--- config.mk ---
export PLATFORM = sky130hd
export DESIGN_NAME = dectimer_top
export DESIGN_NICKNAME = d
export VERILOG_FILES = /design/src/rtl/dectimer_pkg.sv /design/src/rtl/dectimer_ctrl.sv /design/src/rtl/dectimer_dp.sv /design/src/rtl/dectimer_top.sv
export SDC_FILE = /design/constraint.sdc
export NUM_CORES = 1
export LEC_CHECK = 0
export ABC_AREA = 1
export BUFFER_PORTS_ARGS = -buffer_cell sky130_fd_sc_hd__buf_4
export CAP_MARGIN = 20
export CORE_ASPECT_RATIO = 0.5
export CORE_MARGIN = 5
export CORE_UTILIZATION = 60
export DETAILED_ROUTE_END_ITERATION = 6
export PLACE_DENSITY = 0.78
export SLEW_MARGIN = 20
export SYNTH_ARGS = -nofsm -noshare
export SYNTH_HDL_FRONTEND = slang
export SYNTH_SLANG_ARGS = --single-unit
--- constraint.sdc ---
create_clock -name clk -period 2.1 [get_ports clk]
set_input_delay 0.21 -clock clk [delete_from_list [all_inputs] [get_ports clk]]
set_output_delay 0.21 -clock clk [all_outputs]
set_load 0.005 [all_outputs]
--- src/rtl/dectimer_pkg.sv ---
package dectimer_pkg;
  localparam int unsigned REG_ADDR_W = 3;

  typedef enum logic [REG_ADDR_W-1:0] {
    A_CNT_LO = 3'd0,
    A_HI_A   = 3'd1,
    A_CAP_LO = 3'd2,
    A_HI_B   = 3'd3,
    A_CTRL   = 3'd4,
    A_PORT   = 3'd5
  } regAddr_e;

  typedef struct packed {
    logic loadCount;
    logic decCount;
    logic underflow;
    logic toggle;
    logic capture;
    logic latchCnt;
    logic latchCap;
    logic wrRelLo;
    logic wrRelHi;
    logic wrPort;
  } ctlStrb_t;
endpackage

--- src/rtl/dectimer_ctrl.sv ---
module dectimer_ctrl
  import dectimer_pkg::*;
#(
  parameter int unsigned BYTE_W = 8
) (
  input  logic                  clk,
  input  logic                  rstN,
  input  logic [REG_ADDR_W-1:0] regSel,
  input  logic                  wrEn,
  input  logic [BYTE_W-1:0]     wrData,
  input  logic                  rdEn,
  input  logic                  captureIn,
  input  logic                  idleIn,
  input  logic                  countZero,
  output ctlStrb_t              strb,
  output logic                  running,
  output logic                  toggleEn,
  output logic                  irqEn,
  output logic                  tmrIrq
);
  localparam int unsigned RUN_BIT = 0;
  localparam int unsigned TOG_BIT = 1;
  localparam int unsigned IRQ_BIT = 2;

  logic ctrlWr;
  logic startWr;
  logic capPrev;

  assign ctrlWr  = wrEn && (regSel == A_CTRL);
  assign startWr = ctrlWr && wrData[RUN_BIT];

  always_comb begin
    strb           = '0;
    strb.underflow = running && countZero && !ctrlWr;
    strb.loadCount = startWr || strb.underflow;
    strb.decCount  = running && !countZero && !ctrlWr;
    strb.toggle    = strb.underflow && toggleEn;
    strb.capture   = captureIn && !capPrev;
    strb.latchCnt  = rdEn && (regSel == A_CNT_LO);
    strb.latchCap  = rdEn && (regSel == A_CAP_LO);
    strb.wrRelLo   = wrEn && (regSel == A_CNT_LO);
    strb.wrRelHi   = wrEn && (regSel == A_HI_A);
    strb.wrPort    = wrEn && (regSel == A_PORT) && !toggleEn;
  end

  always_ff @(posedge clk or negedge rstN) begin
    if (!rstN) begin
      running  <= 1'b0;
      toggleEn <= 1'b0;
      irqEn    <= 1'b0;
      capPrev  <= 1'b0;
      tmrIrq   <= 1'b0;
    end else begin
      capPrev <= captureIn;
      tmrIrq  <= strb.underflow && irqEn;
      if (ctrlWr) begin
        running  <= wrData[RUN_BIT];
        toggleEn <= wrData[TOG_BIT];
        irqEn    <= wrData[IRQ_BIT];
      end
    end
  end

  // a request only ever follows an underflow with the enable set
  assert_irq_follows_underflow_R5: assert property (@(posedge clk) disable iff (!rstN)
    tmrIrq |-> ($past(strb.underflow) && $past(irqEn)));

  // idle never holds the counter back
  assert_idle_keeps_counting_R6: assert property (@(posedge clk) disable iff (!rstN)
    (idleIn && running && !countZero && !wrEn) |-> strb.decCount);

  // a stop write leaves the timer not running
  assert_stop_clears_run_R13: assert property (@(posedge clk) disable iff (!rstN)
    (ctrlWr && !wrData[RUN_BIT]) |=> !running);
endmodule

--- src/rtl/dectimer_dp.sv ---
module dectimer_dp
  import dectimer_pkg::*;
#(
  parameter int unsigned BYTE_W = 8
) (
  input  logic                clk,
  input  logic                rstN,
  input  ctlStrb_t            strb,
  input  logic [BYTE_W-1:0]   wrData,
  output logic [2*BYTE_W-1:0] count,
  output logic [2*BYTE_W-1:0] capVal,
  output logic [BYTE_W-1:0]   hiLatch,
  output logic                pinLevel,
  output logic                countZero
);
  localparam int unsigned CNT_W  = 2 * BYTE_W;
  localparam int unsigned LANES  = CNT_W / BYTE_W;

  logic [BYTE_W-1:0] relLane [LANES];
  logic [LANES-1:0]  relLaneWr;
  logic [CNT_W-1:0]  reloadVal;

  assign relLaneWr = {strb.wrRelHi, strb.wrRelLo};

  for (genvar lane = 0; lane < LANES; lane++) begin : g_relLane
    always_ff @(posedge clk or negedge rstN) begin
      if (!rstN)                relLane[lane] <= '0;
      else if (relLaneWr[lane]) relLane[lane] <= wrData;
    end
    assign reloadVal[lane*BYTE_W +: BYTE_W] = relLane[lane];
  end

  assign countZero = (count == '0);

  always_ff @(posedge clk or negedge rstN) begin
    if (!rstN) begin
      count    <= '0;
      capVal   <= '0;
      hiLatch  <= '0;
      pinLevel <= 1'b0;
    end else begin
      if (strb.loadCount)     count <= reloadVal;
      else if (strb.decCount) count <= count - 1'b1;

      if (strb.capture) capVal <= count;

      if (strb.latchCnt)      hiLatch <= count[CNT_W-1:BYTE_W];
      else if (strb.latchCap) hiLatch <= capVal[CNT_W-1:BYTE_W];

      if (strb.toggle)      pinLevel <= ~pinLevel;
      else if (strb.wrPort) pinLevel <= wrData[0];
    end
  end

  // an underflow lands the reload value in the counter
  assert_underflow_reload_R2: assert property (@(posedge clk) disable iff (!rstN)
    strb.underflow |=> (count == $past(reloadVal)));

  // a plain step removes exactly one
  assert_dec_step_R2: assert property (@(posedge clk) disable iff (!rstN)
    (strb.decCount && !strb.loadCount) |=> (count == $past(count) - 1'b1));

  // a toggle strobe flips the pin
  assert_toggle_flips_R4: assert property (@(posedge clk) disable iff (!rstN)
    strb.toggle |=> (pinLevel != $past(pinLevel)));

  // the latch moves only on a low-byte read
  assert_latch_hold_R10: assert property (@(posedge clk) disable iff (!rstN)
    (!strb.latchCnt && !strb.latchCap) |=> $stable(hiLatch));

  // capture leaves the counting path alone
  assert_capture_no_disturb_R12: assert property (@(posedge clk) disable iff (!rstN)
    (strb.capture && !strb.loadCount && !strb.decCount) |=> $stable(count));
endmodule

--- src/rtl/dectimer_top.sv ---
module dectimer_top
  import dectimer_pkg::*;
#(
  parameter int unsigned BYTE_W = 8
) (
  input  logic                  clk,
  input  logic                  rstN,
  input  logic [REG_ADDR_W-1:0] regSel,
  input  logic                  wrEn,
  input  logic [BYTE_W-1:0]     wrData,
  input  logic                  rdEn,
  output logic [BYTE_W-1:0]     rdData,
  input  logic                  captureIn,
  input  logic                  idleIn,
  output logic                  tmrIrq,
  output logic                  pinOut
);
  localparam int unsigned CNT_W = 2 * BYTE_W;

  ctlStrb_t          strb;
  logic              running;
  logic              toggleEn;
  logic              irqEn;
  logic              countZero;
  logic [CNT_W-1:0]  count;
  logic [CNT_W-1:0]  capVal;
  logic [BYTE_W-1:0] hiLatch;
  logic              pinLevel;

  dectimer_ctrl #(.BYTE_W(BYTE_W)) ctrl_i (
    .clk(clk), .rstN(rstN), .regSel(regSel), .wrEn(wrEn), .wrData(wrData),
    .rdEn(rdEn), .captureIn(captureIn), .idleIn(idleIn), .countZero(countZero),
    .strb(strb), .running(running), .toggleEn(toggleEn), .irqEn(irqEn),
    .tmrIrq(tmrIrq)
  );

  dectimer_dp #(.BYTE_W(BYTE_W)) dp_i (
    .clk(clk), .rstN(rstN), .strb(strb), .wrData(wrData), .count(count),
    .capVal(capVal), .hiLatch(hiLatch), .pinLevel(pinLevel), .countZero(countZero)
  );

  assign pinOut = pinLevel;

  always_comb begin
    rdData = '0;
    case (regSel)
      A_CNT_LO:       rdData = count[BYTE_W-1:0];
      A_HI_A, A_HI_B: rdData = hiLatch;
      A_CAP_LO:       rdData = capVal[BYTE_W-1:0];
      A_CTRL:         rdData[2:0] = {irqEn, toggleEn, running};
      A_PORT:         rdData[0] = pinLevel;
      default:        rdData = '0;
    endcase
  end

  // a start write never moves the pin
  assert_start_keeps_pin_R3: assert property (@(posedge clk) disable iff (!rstN)
    (wrEn && (regSel == A_CTRL) && wrData[0]) |=> $stable(pinOut));

  // port writes are shut out while the timer owns the pin
  assert_port_write_ignored_R8: assert property (@(posedge clk) disable iff (!rstN)
    (toggleEn && wrEn && (regSel == A_PORT) && !strb.toggle) |=> $stable(pinOut));

  // switching toggle mode off leaves the pin where it was
  assert_disable_holds_pin_R7: assert property (@(posedge clk) disable iff (!rstN)
    (toggleEn && wrEn && (regSel == A_CTRL) && !wrData[1]) |=> $stable(pinOut));
endmodule

==> qor.txt <==
setup tns final = 0 ps
DP Wirelength = 5570 um
syn nets = 466
post-layout min period = 1780 ps
first drt pass iteration count = 7
Distinct cells, synth = 34
RR Startpoint = dp_i.count[1]
Syn Area/Cell = 7.55 um^2
Antenna Nets Post-Route = 0
DRT iter0 DRCs = 404
clk buf depth = 2
Sw Share = 0.370
Hold EP = dp_i.hiLatch[2]
most common cell after layout, fill and taps aside = nand2_1
Slew HR = 0.451
# resized after CTS = 0
Synth Area in Compound Gates = 0.110
DRC viols = 0
Max Freq = 562 MHz
Placement Setup Slack = 358 ps
Post-Synth Adder-Cell Area = 0.00370
main combinational cell family by area after synthesis = simple AND/OR/NAND/NOR gates
Area Growth Syn to Fin = 15.0%
register clock-pin slew on the reported worst setup and hold paths = 50 ps
Max Fanout on Critical Path = 16
worst min path class = input pin to register
DIE AREA = 7330 um^2
Max-Cap Viols = 0
Starting Density = 0.619
Post-Synth XOR/XNOR Area = 0.00776
wire length per cell = 14.0 um
crit start category = register
Reg-to-Reg End = dp_i.count[8]
Clock Latency Late Sink = 330 ps
Final nets = 495
CP Data Arrival Time = 2000 ps
Ant. Diodes = 0
Slew @ Worst Pin = 822 ps
design internal power = 3.07 mW
io pins = 27
sequential share of the synthesized area = 0.458
Max VDD drop = 0.598 mV
Psw = 1.80 mW
Final Skew = 5.18 ps
Worst Reg-to-Reg Cells = 9
Pwr Density = 1250 nW/um^2
Num CTS Buffers = 9
worst hold stages = 2
r2r setup slk = 320 ps
fraction of the mapped netlist area in simple logic gates = 0.311
Critical Path Sink Type = register
Clk network pwr share = 0.290
layout cells sized above 1 = 0.129
initial antenna violation count = 0
Port Buffers = 25
total gr overflow = 0
most frequent cells in the layout = nand2_1, inv_1, dfrtp_1
DR vias/cell = 5.29
Leakage Power = 2.04 nW
Vias = 2,937
multiplexer area fraction after synthesis = 0
clock sinks = 62
Final Cycle Share = 0.848
vias in the first global route = 2,800
fin worst setup slack = 320 ps
Yosys reg bits = 62
Total GRT Usage = 0.237
final hold violations = 0
HP Start = rdEn
routability-driven placement congestion ratio = 0.909
FP Rows = 19
first-pass GRT wire length = 13,400 um
Setup violations, final = 0
Post-Synthesis Cells = 448
H-Tree Depth = 3
critical path type = register to register
total wire length = 7760 um
Die Ht = 63.1 um
status = finished, final reports clean
largest net degree at the start of global routing = 63
Cell Area, Synth = 3380 um^2
sequential power share = 0.381
Core Footprint = 5470 um^2
die width = 116 um
root buffer cell = clkbuf_16
RSZ-0062 raised after global routing = no
Comb power frac = 0.329
CTS tree = built
Synthesis Warnings = 0
Slew Viols, Final = 0
CP Data Required Time = 2320 ps
## synthesized netlist by cell type (all sizes together)
library cell | count | area [um^2]
o221ai | 5 | 43.8
a31oi | 2 | 12.5
nand3b | 3 | 22.5
ha | 1 | 12.5
a21oi | 11 | 55.1
inv | 68 | 258
o211ai | 1 | 7.51
nand3 | 35 | 205
o21ai | 38 | 190
nand4 | 1 | 6.26
xor2 | 2 | 17.5
buf | 11 | 101
nor3 | 1 | 5.00
a211oi | 6 | 45.0
nor2 | 41 | 208
o2111ai | 2 | 17.5
clkbuf | 3 | 11.3
dfrtp | 62 | 1550
nand2 | 154 | 606
xnor2 | 1 | 8.76
## layout make-up
class | count | area [um^2]
timing repair buffer | 32 | 245
tap | 73 | 91.3
fill | 469 | 1580
inverter | 68 | 258
clock inverter | 5 | 50.0
multi-input combinational | 304 | 1460
clock buffer | 11 | 233
sequential | 62 | 1550
## how the worst max path moves through the flow
stage / slack, ps / startpoint / cells after the start / end
after detailed placement: 360 / dp_i.count[1] / 9 / dp_i.count[12]
after CTS: 360 / dp_i.count[1] / 9 / dp_i.count[12]
final: 320 / dp_i.count[1] / 9 / dp_i.count[8]
after floorplan: 520 / dp_i.count[0] / 10 / dp_i.count[12]
after global routing: 200 / dp_i.count[1] / 9 / dp_i.count[12]
after global placement: 410 / dp_i.count[1] / 9 / dp_i.count[12]
## metal layers
| metal | vias up | routed length, um | track usage |
|---|---|---|---|
| li1 | 1464 | - | - |
| met1 | 1365 | 3850 | 0.361 |
| met2 | 97 | 3140 | 0.319 |
| met3 | 11 | 685 | 0.0832 |
| met4 | 0 | 83 | 0.0579 |
| met5 | - | 0 | 0 |
## repair_timing
action                     4_1_cts  5_1_grt
buffers inserted                 0        0
setup endpoints to repair        0        0
hold endpoints to repair        44        0
hold buffers                     2        0
## worst max-delay path, cell delays in order (launching register included)
cell	delay [ps]
dfrtp_1	410
inv_1	110
ha_1	230
nand2_1	100
nor2_2	190
nand3_4	170
nand2_4	200
nand2_1	110
nand3_1	90
nand2_1	50
## metrics by stage
stage	area, um^2	total power, mW	cells	util	hold WS, ps
after floorplan	3380	2.96	448	-	-85.6
after global placement	3590	3.37	537	0.656	329
after detailed placement	3590	3.43	537	0.656	331
after CTS	3890	4.88	555	0.712	99.7
after global routing	3890	5.27	555	0.712	116
final	3890	4.87	555	0.712	106
## registers in the layout, summed over array words and instances, names as in the netlist
signal           count
ctrl_i.toggleEn      1
dp_i.pinLevel        1
ctrl_i.irqEn         1
dp_i.hiLatch         8
ctrl_i.running       1
ctrl_i.tmrIrq        1
ctrl_i.capPrev       1
dp_i.relLane        16
dp_i.count          16
dp_i.capVal         16
## cells by family after synthesis
kind of cell,count (synthesis)
simple gates,235
xor+xnor,3
flops,62
buf+inv,82
fa+ha+maj,1
compound gates,65
## power groups by stage
| stage | combinational [mW] | sequential [mW] | clock, mW |
|---|---|---|---|
| 2_1_floorplan | 1.18 | 1.78 | 0 |
| 3_3_place_gp | 1.53 | 1.84 | 0 |
| 3_5_place_dp | 1.57 | 1.86 | 0 |
| 4_1_cts | 1.60 | 1.84 | 1.43 |
| 5_1_grt | 1.86 | 1.90 | 1.50 |
| 6_report | 1.60 | 1.85 | 1.41 |
No activity file was read; power rests on OpenSTA's default activity.
